`src/rtl/stkptr_pkg.sv`:
```
package stkptr_pkg;

    localparam int SP_W   = 16;
    localparam int BYTE_W = 8;

    typedef logic [SP_W-1:0]   sp_t;
    typedef logic [BYTE_W-1:0] byte_t;

    typedef enum logic [1:0] {
        OP_PUSH_B  = 2'd0,
        OP_POP_B   = 2'd1,
        OP_PUSH_RA = 2'd2,
        OP_POP_RA  = 2'd3
    } stk_op_e;

    typedef enum logic [1:0] {
        SEQ_IDLE    = 2'd0,
        SEQ_PUSH_HI = 2'd1,
        SEQ_POP_LO  = 2'd2
    } seq_state_e;

    typedef enum logic [1:0] {
        STEP_HOLD = 2'd0,
        STEP_DEC  = 2'd1,
        STEP_INC  = 2'd2
    } sp_step_e;

    typedef struct packed {
        logic  we;
        logic  re;
        sp_t   addr;
        byte_t wdata;
    } mem_req_t;

    function automatic sp_t apply_step(sp_t cur, sp_step_e s);
        case (s)
            STEP_DEC: return cur - sp_t'(1);
            STEP_INC: return cur + sp_t'(1);
            default:  return cur;
        endcase
    endfunction

endpackage

```
`src/rtl/stkptr_seq.sv`:
```
module stkptr_seq
    import stkptr_pkg::*;
(
    input  logic     clk,
    input  logic     rst,
    input  logic     op_valid,
    input  stk_op_e  op_kind,
    input  byte_t    push_data,
    input  sp_t      ret_addr_in,
    input  sp_t      sp,
    input  byte_t    mem_rdata,
    output mem_req_t req,
    output sp_step_e step,
    output logic     busy,
    output byte_t    pop_data,
    output logic     pop_valid,
    output sp_t      ret_addr_out,
    output logic     ret_valid
);

    seq_state_e state_q, state_d;
    byte_t      hold_q;
    logic       accept;

    assign busy   = (state_q != SEQ_IDLE);
    assign accept = (state_q == SEQ_IDLE) && op_valid;

    always_comb begin
        req     = '0;
        step    = STEP_HOLD;
        state_d = state_q;
        case (state_q)
            SEQ_IDLE: begin
                if (op_valid) begin
                    case (op_kind)
                        OP_PUSH_B: begin
                            req.we    = 1'b1;
                            req.addr  = sp;
                            req.wdata = push_data;
                            step      = STEP_DEC;
                        end
                        OP_POP_B: begin
                            req.re   = 1'b1;
                            req.addr = sp + sp_t'(1);
                            step     = STEP_INC;
                        end
                        OP_PUSH_RA: begin
                            req.we    = 1'b1;
                            req.addr  = sp;
                            req.wdata = ret_addr_in[BYTE_W-1:0];
                            step      = STEP_DEC;
                            state_d   = SEQ_PUSH_HI;
                        end
                        default: begin
                            req.re   = 1'b1;
                            req.addr = sp + sp_t'(1);
                            step     = STEP_INC;
                            state_d  = SEQ_POP_LO;
                        end
                    endcase
                end
            end
            SEQ_PUSH_HI: begin
                req.we    = 1'b1;
                req.addr  = sp;
                req.wdata = hold_q;
                step      = STEP_DEC;
                state_d   = SEQ_IDLE;
            end
            SEQ_POP_LO: begin
                req.re   = 1'b1;
                req.addr = sp + sp_t'(1);
                step     = STEP_INC;
                state_d  = SEQ_IDLE;
            end
            default: state_d = SEQ_IDLE;
        endcase
    end

    always_ff @(posedge clk) begin
        if (rst) begin
            state_q      <= SEQ_IDLE;
            hold_q       <= '0;
            pop_data     <= '0;
            pop_valid    <= 1'b0;
            ret_addr_out <= '0;
            ret_valid    <= 1'b0;
        end else begin
            state_q   <= state_d;
            pop_valid <= 1'b0;
            ret_valid <= 1'b0;
            if (accept && op_kind == OP_PUSH_RA)
                hold_q <= ret_addr_in[SP_W-1:BYTE_W];
            if (accept && op_kind == OP_POP_RA)
                hold_q <= mem_rdata;
            if (accept && op_kind == OP_POP_B) begin
                pop_data  <= mem_rdata;
                pop_valid <= 1'b1;
            end
            if (state_q == SEQ_POP_LO) begin
                ret_addr_out <= {hold_q, mem_rdata};
                ret_valid    <= 1'b1;
            end
        end
    end

endmodule

```
`src/rtl/stkptr_ptr.sv`:
```
module stkptr_ptr
    import stkptr_pkg::*;
#(
    parameter logic [15:0] RAM_END  = 16'h08FF,
    parameter logic [15:0] FLOOR    = 16'h0100,
    parameter bit          HAS_HIGH = 1'b1
) (
    input  logic     clk,
    input  logic     rst,
    input  sp_step_e step,
    input  logic     reg_we_lo,
    input  logic     reg_we_hi,
    input  byte_t    reg_wdata,
    input  logic     push_we,
    input  sp_t      push_addr,
    output sp_t      sp,
    output logic     stack_err
);

    sp_t  sp_q;
    logic reg_apply;

    assign reg_apply = (step == STEP_HOLD) && (reg_we_lo || reg_we_hi);

    always_ff @(posedge clk) begin
        if (rst) begin
            sp_q <= RAM_END;
        end else if (step != STEP_HOLD) begin
            sp_q <= apply_step(sp_q, step);
        end else begin
            if (reg_we_lo)
                sp_q[BYTE_W-1:0] <= reg_wdata;
            if (reg_we_hi && HAS_HIGH)
                sp_q[SP_W-1:BYTE_W] <= reg_wdata;
        end
    end

    generate
        if (HAS_HIGH) begin : g_full
            assign sp = sp_q;
        end else begin : g_low_only
            assign sp = {RAM_END[SP_W-1:BYTE_W], sp_q[BYTE_W-1:0]};
        end
    endgenerate

    always_ff @(posedge clk) begin
        if (rst)
            stack_err <= 1'b0;
        else if (reg_apply)
            stack_err <= 1'b0;
        else if (push_we && push_addr < FLOOR)
            stack_err <= 1'b1;
    end

endmodule

```
`src/rtl/stkptr_unit.sv`:
```
module stkptr_unit
    import stkptr_pkg::*;
#(
    parameter logic [15:0] RAM_END  = 16'h08FF,
    parameter logic [15:0] FLOOR    = 16'h0100,
    parameter bit          HAS_HIGH = 1'b1
) (
    input  logic        clk,
    input  logic        rst,
    input  logic        op_valid,
    input  logic [1:0]  op_kind,
    input  logic [7:0]  push_data,
    input  logic [15:0] ret_addr_in,
    input  logic        reg_we_lo,
    input  logic        reg_we_hi,
    input  logic [7:0]  reg_wdata,
    input  logic [7:0]  mem_rdata,
    output logic [15:0] mem_addr,
    output logic        mem_we,
    output logic        mem_re,
    output logic [7:0]  mem_wdata,
    output logic        busy,
    output logic [7:0]  pop_data,
    output logic        pop_valid,
    output logic [15:0] ret_addr_out,
    output logic        ret_valid,
    output logic [7:0]  sp_lo,
    output logic [7:0]  sp_hi,
    output logic        stack_err
);

    mem_req_t req;
    sp_step_e step;
    sp_t      sp;

    stkptr_seq u_seq (
        .clk          (clk),
        .rst          (rst),
        .op_valid     (op_valid),
        .op_kind      (stk_op_e'(op_kind)),
        .push_data    (push_data),
        .ret_addr_in  (ret_addr_in),
        .sp           (sp),
        .mem_rdata    (mem_rdata),
        .req          (req),
        .step         (step),
        .busy         (busy),
        .pop_data     (pop_data),
        .pop_valid    (pop_valid),
        .ret_addr_out (ret_addr_out),
        .ret_valid    (ret_valid)
    );

    stkptr_ptr #(
        .RAM_END  (RAM_END),
        .FLOOR    (FLOOR),
        .HAS_HIGH (HAS_HIGH)
    ) u_ptr (
        .clk       (clk),
        .rst       (rst),
        .step      (step),
        .reg_we_lo (reg_we_lo),
        .reg_we_hi (reg_we_hi),
        .reg_wdata (reg_wdata),
        .push_we   (req.we),
        .push_addr (req.addr),
        .sp        (sp),
        .stack_err (stack_err)
    );

    assign mem_addr  = req.addr;
    assign mem_we    = req.we;
    assign mem_re    = req.re;
    assign mem_wdata = req.wdata;
    assign sp_lo     = sp[BYTE_W-1:0];
    assign sp_hi     = sp[SP_W-1:BYTE_W];

endmodule

```
`config.mk`:
```
export PLATFORM = sky130hd
export DESIGN_NAME = stkptr_unit
export DESIGN_NICKNAME = d
export VERILOG_FILES = /design/src/rtl/stkptr_pkg.sv /design/src/rtl/stkptr_seq.sv /design/src/rtl/stkptr_ptr.sv /design/src/rtl/stkptr_unit.sv
export SDC_FILE = /design/constraint.sdc
export NUM_CORES = 1
export LEC_CHECK = 0
export BUFFER_PORTS_ARGS = -buffer_cell sky130_fd_sc_hd__buf_2
export CAP_MARGIN = 20
export CORE_MARGIN = 3
export CORE_UTILIZATION = 30
export CTS_BUF_LIST = sky130_fd_sc_hd__clkbuf_8
export DETAILED_ROUTE_END_ITERATION = 16
export MAX_ROUTING_LAYER = met4
export PLACE_DENSITY = 0.59
export SYNTH_ARGS = -nofsm -noshare
export SYNTH_HDL_FRONTEND = slang
export SYNTH_HIERARCHICAL = 1
export SYNTH_SLANG_ARGS = --single-unit
```
`constraint.sdc`:
```
create_clock -name clk -period 10.5 [get_ports clk]
set_clock_uncertainty 0.15 [all_clocks]
set_input_delay 2.625 -clock clk [delete_from_list [all_inputs] [get_ports clk]]
set_output_delay 2.625 -clock clk [all_outputs]
set_load 0.01 [all_outputs]
```
# == After elaboration in Yosys (flattened, before gate mapping) ==
# Index checks and enable logic that the tools add are counted.
# classes
n_eq_ne,8
n_mux,21
n_reduce_logical,22
addsub,2
n_bitwise,2
n_lt_le_gt_ge,1
# ops
op,n
one-hot mux 16 bit (3 select lines),1
two-way mux 16 bit,2
two-way mux 8 bit,4
one-hot mux 16 bit (2 select lines),1
one-hot mux 8 bit (2 select lines),2
two-way mux 26 bit,1
"adder 16 x 1 -> 16 bit, second input constant",1
"less-than comparator 16 x 9 -> 1 bit, second input constant",1
"subtractor 16 x 1 -> 16 bit, second input constant",1
nonzero test 2 bit,5
"== test 2 bit, second input constant",4
OR reduction 2 bit,4
"== test 2 x 1 -> 1 bit, second input constant",3
logical AND 1 bit,6
logical NOT 2 bit,3
one-hot mux 2 bit (3 select lines),1
AND reduction 2 bit,3
two-way mux 1 bit,4
two-way mux 2 bit,2
one-hot mux 1 bit (2 select lines),2
one-hot mux 2 bit (2 select lines),1
"!= test 3 bit, second input constant",1
NOT 1 bit,2
logical OR 1 bit,1
# totals
register_bits,53
input_bits,47
word_cells,65
output_inout_bits,70

# == Depth between registers and ports, before layout ==
# Gate-level depths: netlist of the first run.
# depth
ltp_word,8
ltp_mapped,16
mapped_depth_nobuf,13

# == Cells and area by module ==
# The synthesis of the first run kept the hierarchy.
# modules_own_cells
mod,seq_area_each_um2,area_per_inst_um2,cells_per_inst,n_inst
stkptr_seq,720.7,2013.2,263,1
stkptr_ptr,340.3,1545.2,202,1

# == Least setup slack after synthesis of the first run ==
# Ideal clock, no wire load.
# synth_path
path_type,input to output
start,in op_valid
end,out mem_addr[8]
cell_stages,5
path_buffers,1
arrival_ns,3.692
slack_ns,4.033
t_required_ns,7.725
cell_sequence,a21oi_2 -> or2_4 -> buf_6 -> or4_1 -> nand3_1
# synth_between
elab_chain_cells,2
# synth_rtl
item,line,source
from (decl),stkptr_unit.sv:10,"input logic op_valid,"
two-way mux 26 bit,stkptr_seq.sv:34,if (op_valid) begin
one-hot mux 16 bit (3 select lines),stkptr_seq.sv:32,case (state_q)
to (decl),stkptr_unit.sv:18,"output logic [15:0] mem_addr,"
# No other way between the ends.

# == Worst setup path in the final report of the first run ==
# layout_path
start,in op_kind[0]
end,out mem_addr[12]
# layout_between
elab_chain_cells,5
elab_cells_between_ends,6
classes_between,eq/ne (1); mux (3); reduce/logical (2)
# layout_rtl
item,line,source
from (decl),stkptr_unit.sv:11,"input logic [1:0] op_kind,"
== test 2 bit or logical NOT 2 bit (tied branches),stkptr_seq.sv:35,case (op_kind)
OR reduction 2 bit (no line) *,--,
two-way mux 16 bit *,--,
two-way mux 26 bit *,stkptr_seq.sv:34,
one-hot mux 16 bit (3 select lines) *,stkptr_seq.sv:32,
# Mark *: on every way between the ends. The rest lies on a longest branch, timed or not.

==> impl_metrics.tcl, run 1 <==
set metrics [dict create \
    crit_path_start_kind "input pin" \
    slew_violations 0 \
    rows 39 \
    syn_avg_cell_area_um2 7.65 \
    yosysMostFrequentCell "nand2_1" \
    worstSkewPairLatency_ns 0.31 \
    routedWlPerCell_um 15.9 \
    firstDrtPassIters 6 \
    synthFlopType "dfxtp_1" \
    drive_gt1_share_pct 25.0 \
    port_buffers 116 \
    routed_wl_um 11300 \
    synth.top_cell.area_share_pct 29.8 \
    cap_viol_max_count 0 \
    grt_pass1_wl_um 17800 \
    clk_path_buf_depth 2 \
    timing.final.ws_setup_ns 3.42 \
    slew_headroom_pct 31.9 \
    path_clk_slew_ns 0.11 \
    fin_nets 627 \
    dp_hpwl_um 8590 \
    yosys.area.top_type "dfxtp_1" \
    p_leak_nw 1.99 \
    ff2ff_setup_slack_ns 6.16 \
    setup-violations-final 0 \
    antenna_cells 0 \
    arrival_ns 4.30 \
    ys_warn_count 6 \
    track_usage_pct 16.9 \
    avgViaCountPerCell 5.41 \
    synth_edf_count 0 \
    post-route-period-util_pct 67.4 \
    ys_types 65 \
    cts-htree-levels 2 \
    syn-num-nets 530 \
    grt_pass1_vias 3517 \
    postRouteAntennaNets 0 \
    crit_top_cell "buf_2" \
    initial_utilization_pct 30.9 \
    ir_drop_mv 0.0675 \
    cts_made_buffers 5 \
    ctsRootBufferMaster "clkbuf_8" \
    reg2reg_from "u_seq/state_q[1]$_SDFFE_PP0P_" \
    post-place-ws_ns 3.44 \
    worstHoldStart "u_seq/ret_addr_out[0]$_SDFFE_PP0P_" \
    antenna_found_initial 0 \
    coreArea_um2 11500 \
    grt_max_degree 48 \
    worstPathRequired_ns 7.73 \
    drc 0 \
    grt-ovfl-total 0 \
    min_path_cells 2 \
    synth_area_leaders "dfxtp_1, nand2_1, a21oi_1, ha_1, mux2i_1" \
    cp_max_fo 23 \
    cp_slowest_cell "or2_4" \
    setup_tns_ns 0 \
    cts_tree "yes" \
    ys_ff_latch 53 \
    reg2reg_to "u_ptr/sp[13]$_SDFFE_PP0P_" \
    cellPowerDensity_nw_per_um2 148 \
    holdPathEnd "u_seq/ret_addr_out[0]$_SDFFE_PP0P_" \
    crit_path_cell_trace "buf_2, a21oi_2, or2_4, inv_2, o31ai_1, a31oi_1, buf_2" \
    gp_congestion 0.895 \
    cpPeakStageDelay_ns 0.32 \
    syn_area_um2 3560 \
    postCtsSetupRepairBufs 0 \
    initialDrtViolationCount 339 \
    die_area_um2 13200 \
    async_flop_share_pct 0 \
    cts_resized 0 \
    hp-class "flip-flop to flip-flop" \
    netlist_instances 465 \
    synth_common_cells "nand2_1, nor2_1, dfxtp_1" \
    status "finished, final reports clean" \
    fmax_mhz 141 \
    rsz0062_at_grt "false" \
    r2r_cells 12 \
    stdcell_count 706 \
    critPathKind "input pin to output port" \
    die_height_um 115 \
    tightest_slew_ns 1.02 \
    whs_ns 0.313 \
    cts_sinks 53 \
    dp.cells 697 \
    vias 3816 \
    utilization_pct 37.3 \
    area_delta_synth_final_pct 20.6 \
    synth_seq_area_share_pct 29.8 \
    hold_viol 0 \
    die_x_um 115 \
    num_io_pins 117 \
    fin_crit_ns 7.08 \
    ctsHoldBuffers 0 \
    end_kind "output port" \
]
[through the flow]
step,cell area (µm²),power [mW]
3_5_place_dp,4190,0.508
2_1_floorplan,3560,0.428
6_report,4290,0.634
5_1_grt,4290,0.678
4_1_cts,4280,0.634
3_3_place_gp,4190,0.505
[how the worst max path moves through the flow]
stage                   endpoint  slack, ns        from  depth (start not counted)
global route        mem_addr[10]       3.31  op_kind[0]                          7
global placement    mem_addr[12]       3.49  op_kind[0]                          7
detailed placement  mem_addr[12]       3.44  op_kind[0]                          7
CTS                 mem_addr[12]       3.45  op_kind[0]                          7
floorplan            mem_addr[8]       4.03    op_valid                          5
finish              mem_addr[12]       3.42  op_kind[0]                          7
[registers in the layout, summed over array words and instances (netlist names)]
register	flops
u_seq/ret_valid	1
u_seq/state_q	2
u_seq/pop_data	8
u_seq/pop_valid	1
u_seq/hold_q	8
u_seq/ret_addr_out	16
u_ptr/sp	16
u_ptr/stack_err	1
[cells in the final DEF, fill, tap and decap left out, types with 3 or more instances in the layout]
| master | instances |
|---|---|
| or3_1 | 5 |
| a21o_1 | 4 |
| nand2_1 | 71 |
| o211ai_1 | 9 |
| clkbuf_8 | 5 |
| ha_1 | 17 |
| inv_1 | 10 |
| a211oi_1 | 8 |
| a22oi_1 | 8 |
| xnor2_1 | 4 |
| a311oi_1 | 3 |
| buf_2 | 116 |
| nor2b_1 | 5 |
| o21ai_0 | 9 |
| nand3_1 | 11 |
| and3_1 | 5 |
| o21ai_1 | 15 |
| nor3_1 | 6 |
| xor2_1 | 6 |
| nor4_1 | 5 |
| nand4_1 | 5 |
| dfxtp_1 | 53 |
| a31oi_1 | 5 |
| mux2i_1 | 21 |
| mux2_1 | 8 |
| inv_2 | 5 |
| nor2_1 | 54 |
| a21oi_1 | 45 |
[routing by layer]
metal,global-route usage (%),vias up,wire (µm)
met3,3.05,4,926
met5,-,-,0
li1,-,1864,-
met1,21.8,1762,4980
met2,28.2,186,5310
met4,2.43,0,38
[power breakdown]
group	total [mW]	internal, mW	leakage (nW)	switching, mW
clock	0.126	0.0488	0.0423	0.0775
combinational	0.257	0.107	1.52	0.149
sequential	0.251	0.217	0.434	0.0341
[cells by family (layout without fill, tap and decap cells)]
family | after synthesis | count (layout) | synth area share (%)
simple gates | 183 | 183 | 23.5
compound gates | 129 | 129 | 23.9
flops | 53 | 53 | 29.8
buf+inv | 43 | 141 | 5.31
mux | 29 | 29 | 8.44
fa+ha+maj | 18 | 18 | 6.54
xor+xnor | 10 | 10 | 2.46
[worst max-delay path: cells and delay by family]
kind                   cells  cell delay [ns]
buffers and inverters      3             0.80
and+or+nand+nor            1             0.32
AOI/OAI and AO/OA          3             0.56
[area by class of cell]
class,count,area (µm²)
repair buffers,117,588
fillers,1204,7220
clock inverters,3,26.3
well taps,143,179
flip-flops and latches,53,1060
clock buffers,5,68.8
multi-input cells,369,2310
inverters,16,60.1
Note: power is estimated with default switching activity, not from simulation.
==> run 2, diff against run 1 <==
--- a/config.mk
+++ b/config.mk
@@ -12,7 +12,7 @@
 export CTS_BUF_LIST = sky130_fd_sc_hd__clkbuf_8
 export DETAILED_ROUTE_END_ITERATION = 16
 export MAX_ROUTING_LAYER = met4
-export PLACE_DENSITY = 0.59
+export PLACE_DENSITY = 0.61
 export SYNTH_ARGS = -nofsm -noshare
 export SYNTH_HDL_FRONTEND = slang
 export SYNTH_HIERARCHICAL = 1
==> constraint.sdc (replaced) <==
create_clock -name clk -period 5.9 [get_ports clk]
set_clock_uncertainty 0.15 [all_clocks]
set_input_delay 1.475 -clock clk [delete_from_list [all_inputs] [get_ports clk]]
set_output_delay 1.475 -clock clk [all_outputs]
set_load 0.01 [all_outputs]
==> impl_metrics.tcl, run 2 (synthesis gave the netlist of run 1 again) <==
set metrics [dict create \
    status "finished, final reports clean" \
    dp_hpwl_um 8830 \
    grt_max_degree 48 \
    whs_ns 0.315 \
    track_usage_pct 17.2 \
    place_area_um2 4200 \
    cts-htree-levels 2 \
    rows 39 \
    p_sw_uw 468 \
    antenna_cells 0 \
    routed_wl_um 11500 \
    fmax_mhz 198 \
    clk_path_buf_depth 2 \
    tightest_slew_ns 0.906 \
    p_leak_nw 2.00 \
    power.total_mw 1.13 \
    layout.cells.most_common_list "buf_2, nand2_1, nor2_1" \
    timing.final.ws_setup_ns 0.861 \
    grt-ovfl-total 0 \
    coreArea_um2 11500 \
    setup-violations-final 0 \
    power_frac_comb_pct 40.8 \
    fin_crit_ns 5.04 \
    cp_slowest_cell "a2111oi_2" \
    worstSkewPairLatency_ns 0.32 \
    p_sw_share_pct 41.3 \
    fin_nets 629 \
    cts_resized 0 \
    slew_headroom_pct 39.6 \
    stdcell_count 708 \
    drive_gt1_share_pct 25.3 \
    seq_power_share_pct 39.3 \
    antenna_found_initial 0 \
    ff2ff_setup_slack_ns 1.73 \
    cts_sinks 53 \
    drc 0 \
    cap_viol_max_count 0 \
    vias 3819 \
    end_kind "flip-flop" \
    slew_violations 0 \
    postCtsSetupRepairBufs 0 \
    utilization_pct 37.4 \
    die_x_um 115 \
    port_buffers 116 \
    final_common_cell "buf_2" \
    die_area_um2 13200 \
    cpPeakStageDelay_ns 0.54 \
    worstPathRequired_ns 5.98 \
    avgViaCountPerCell 5.39 \
    clkPwrFrac_pct 19.9 \
    ctsRootBufferMaster "clkbuf_8" \
    num_io_pins 117 \
    cts_made_buffers 5 \
    postRouteAntennaNets 0 \
    routedWlPerCell_um 16.3 \
    power.internal_uw 665 \
    crit_path_start_kind "input pin" \
    post-route-period-util_pct 85.4 \
    hp-class "flip-flop to flip-flop" \
    ir_drop_mv 0.118 \
    die_height_um 115 \
    hold_viol 0 \
    crit_path_cell_trace "buf_2, a21oi_2, or2_4, inv_2, nand2b_1, ha_1, a21oi_1, nor2_1, a2111oi_2, o31ai_2, mux2i_1, and3_4, a2111oi_4" \
    setup_tns_ns 0 \
    grt_pass1_vias 3509 \
    critPathTopFamily "compound AO/OA/AOI/OAI gates" \
    cp_max_fo 23 \
    final_area_um2 4310 \
    grt_pass1_wl_um 18000 \
    cts_tree "yes" \
    arrival_ns 5.12 \
    critPathKind "input pin to flip-flop" \
    area_delta_synth_final_pct 21.0 \
    cellPowerDensity_nw_per_um2 263 \
    post-place-ws_ns 0.562 \
    initial_utilization_pct 30.9 \
    initialDrtViolationCount 249 \
    ctsHoldBuffers 0 \
    rsz0062_at_grt "false" \
    firstDrtPassIters 7 \
    gp_congestion 0.888 \
    dp.cells 699 \
    path_clk_slew_ns 0.11 \
    critPathBufInv 2 \
]
[run 2: changes by cell type in the layout (fill, tap and decap cells not counted)]
cell	before	now
buf_4	1	3
[run 2: worst min-delay path: stages (launching register included)]
cell and delay (ns):
dfxtp_1 0.32, nand2_1 0.05, a21oi_1 0.06
[run 2: power groups by stage]
| stage | Sequential [mW] | Combinational, mW | Clock (mW) |
|---|---|---|---|
| CTS | 0.445 | 0.460 | 0.236 |
| finish | 0.446 | 0.462 | 0.225 |
| global placement | 0.451 | 0.451 | 0 |
| global route | 0.452 | 0.512 | 0.246 |
| floorplan | 0.443 | 0.319 | 0 |
| detailed placement | 0.453 | 0.457 | 0 |
[run 2: area by class of cell]
cell class | instances | area, µm²
multi-input combinational | 369 | 2310
clock inverter | 3 | 26.3
inverter | 16 | 60.1
tap | 143 | 179
clock buffer | 5 | 68.8
timing repair buffer | 119 | 603
fill | 1239 | 7210
sequential | 53 | 1060
[run 2: worst paths after layout]
path | from | to | depth (start not counted)
max | op_kind[0] | u_ptr/sp[13]$_SDFFE_PP0P_ | 13
min | u_seq/ret_addr_out[2]$_SDFFE_PP0P_ | u_seq/ret_addr_out[2]$_SDFFE_PP0P_ | 2
max reg2reg | u_seq/state_q[0]$_SDFFE_PP0P_ | u_ptr/sp[8]$_SDFFE_PP0P_ | 13
min reg2reg | u_seq/ret_addr_out[2]$_SDFFE_PP0P_ | u_seq/ret_addr_out[2]$_SDFFE_PP0P_ | 2
[run 2: per-layer routing]
layer	GRT usage, %	vias to the layer above	share of wire (%)
met2	28.8	168	48
met3	2.74	6	7.1
met5	-	-	0
li1	-	1871	-
met1	22.1	1774	45
met4	3.13	0	0.52
==> run 3, diff against run 2 <==
--- a/config.mk
+++ b/config.mk
@@ -15,5 +15,4 @@
 export PLACE_DENSITY = 0.61
 export SYNTH_ARGS = -nofsm -noshare
 export SYNTH_HDL_FRONTEND = slang
-export SYNTH_HIERARCHICAL = 1
 export SYNTH_SLANG_ARGS = --single-unit
==> impl_metrics.tcl, run 3 <==
set metrics [dict create \
    status "finished, final reports clean" \
    crit_top_cell "buf_2" \
    clk_path_buf_depth 2 \
    track_usage_pct 18.4 \
    fmax_mhz 208 \
    ys_ff_latch 53 \
    synth_seq_area_share_pct 31.7 \
    p_leak_nw 1.74 \
    gp_congestion 0.858 \
    die_area_um2 12500 \
    cts_tree "yes" \
    synth_common_cells "nand2_1, dfxtp_1, nor2_1" \
    ys_types 51 \
    layout.cells.most_common_list "buf_2, nand2_1, dfxtp_1" \
    synthFlopType "dfxtp_1" \
    met2_length_um 5230 \
    antenna_cells 0 \
    async_flop_share_pct 0 \
    critPathKind "input pin to output port" \
    dp_hpwl_um 8510 \
    grt_max_degree 56 \
    yosys.area.top_type "dfxtp_1" \
    netlist_instances 463 \
    die_height_um 112 \
    worstPathRequired_ns 4.28 \
    die_x_um 112 \
    firstDrtPassIters 11 \
    slew_violations 0 \
    cp_slowest_cell "or2_2" \
    drc 0 \
    ir_drop_mv 0.0915 \
    antenna_found_initial 0 \
    cts_made_buffers 5 \
    slew_headroom_pct 42.8 \
    syn_avg_cell_area_um2 7.24 \
    grt_pass1_wl_um 18600 \
    ctsHoldBuffers 0 \
    avgViaCountPerCell 5.40 \
    setup_tns_ns 0 \
    coreArea_um2 10600 \
    cts-htree-levels 2 \
    fin_nets 604 \
    synth_edf_count 0 \
    routed_wl_um 11500 \
    post-route-period-util_pct 81.5 \
    rows 37 \
    end_kind "output port" \
    worstSkewPairLatency_ns 0.32 \
    routedWlPerCell_um 16.7 \
    synth.top_cell.area_share_pct 31.7 \
    ctsRootBufferMaster "clkbuf_8" \
    initialDrtViolationCount 348 \
    cpPeakStageDelay_ns 0.42 \
    hold_viol 0 \
    syn_area_um2 3350 \
    drive_gt1_share_pct 24.4 \
    cts_sinks 53 \
    arrival_ns 3.18 \
    stdcell_count 690 \
    hp-class "flip-flop to flip-flop" \
    postCtsSetupRepairBufs 0 \
    num_io_pins 117 \
    final_common_cell "buf_2" \
    setup-violations-final 0 \
    cts_resized 0 \
    synth_area_leaders "dfxtp_1, mux2i_1, nand2_1, o21ai_0, a21oi_1" \
    ys_warn_count 0 \
    path_clk_slew_ns 0.09 \
    fillCellCount 1145 \
    maxUsedRoutingLayer "met4" \
    vias 3726 \
    yosysMostFrequentCell "nand2_1" \
    drt-met1-wl_um 5400 \
    crit_path_start_kind "input pin" \
    syn-num-nets 514 \
    grt_pass1_vias 3528 \
    rsz0062_at_grt "false" \
    port_buffers 116 \
    cp_max_fo 17 \
    cellPowerDensity_nw_per_um2 224 \
    cap_viol_max_count 0 \
    tightest_slew_ns 0.857 \
    crit_path_cell_trace "buf_2, a21oi_1, or2_2, inv_1, o21a_1, o21ai_0, o41ai_1, buf_2" \
    postRouteAntennaNets 0 \
    dp.cells 681 \
    dr_wl_met3_um 790 \
    initial_utilization_pct 31.6 \
    grt-ovfl-total 0 \
    fin_crit_ns 4.81 \
    area_delta_synth_final_pct 21.7 \
]
[run 3: cell types whose count changed after synthesis, moves of 6 or more]
cell,change
ha_1,-13
o21ai_0,+29
buf_2,-7
o21ai_1,-15
nor2_1,-11
a22oi_1,-8
a21oi_1,-10
mux2_1,-8
mux2i_1,+7
nand2b_1,+7
clkbuf_1,+16
a31oi_1,+6
[run 3: final timing paths]
path	startpoint	to	slack (ns)	cells after the start
max reg2reg	u_seq.state_q[1]$_SDFFE_PP0P_	u_ptr.sp[15]$_SDFFE_PP0P_	2.65	9
min reg2reg	u_seq.ret_addr_out[11]$_SDFFE_PP0P_	u_seq.ret_addr_out[11]$_SDFFE_PP0P_	0.31	2
min	u_seq.ret_addr_out[11]$_SDFFE_PP0P_	u_seq.ret_addr_out[11]$_SDFFE_PP0P_	0.31	2
max	op_kind[0]	mem_addr[11]	1.09	8
[run 3: cells by family after synthesis]
group	count (synthesis)	synth area share, %
simple gates	192	27.4
compound gates	128	23.3
flops	53	31.7
buf+inv	51	5.82
mux	30	9.04
xor+xnor	5	1.31
fa+ha+maj	4	1.49
[run 3: layout make-up]
class	instances	area [µm²]	share of cell area, %
Multi-Input combinational cell	359	2090	51.3
Sequential cell	53	1060	26.0
Timing Repair Buffer	119	607	14.9
Tap cell	136	170	4.17
Clock buffer	5	68.8	1.69
Inverter	15	56.3	1.38
Clock inverter	3	21.3	0.521
[run 3: stage by stage]
stage	total power [mW]	setup slack (ns)	area (µm²)	util [%]	hold WS (ns)
after global routing	0.969	0.896	4080	38.5	0.329
after detailed placement	0.698	1.10	3980	37.5	0.294
after floorplan	0.596	1.61	3350	-	0.295
after CTS	0.918	1.09	4070	38.4	0.308
final	0.915	1.09	4080	38.5	0.308
after global placement	0.694	1.13	3980	37.5	0.291
[run 3: metal layers]
layer / GRT usage, % / vias to the layer above
met1: 25.6 / 1748
li1: - / 1835
met5: - / -
met3: 3.42 / 8
met2: 27.7 / 135
met4: 4.22 / 0
[run 3: where the power goes]
part	internal (mW)	switching [mW]	leakage [nW]
combinational	0.106	0.166	1.27
clock	0.0848	0.136	0.0445
sequential	0.377	0.0450	0.432
[run 3: worst max-delay path, delay by kind of cell]
kind | cells | cell delay, ns
simple gates | 1 | 0.42
buf+inv | 3 | 0.84
compound gates | 4 | 0.42
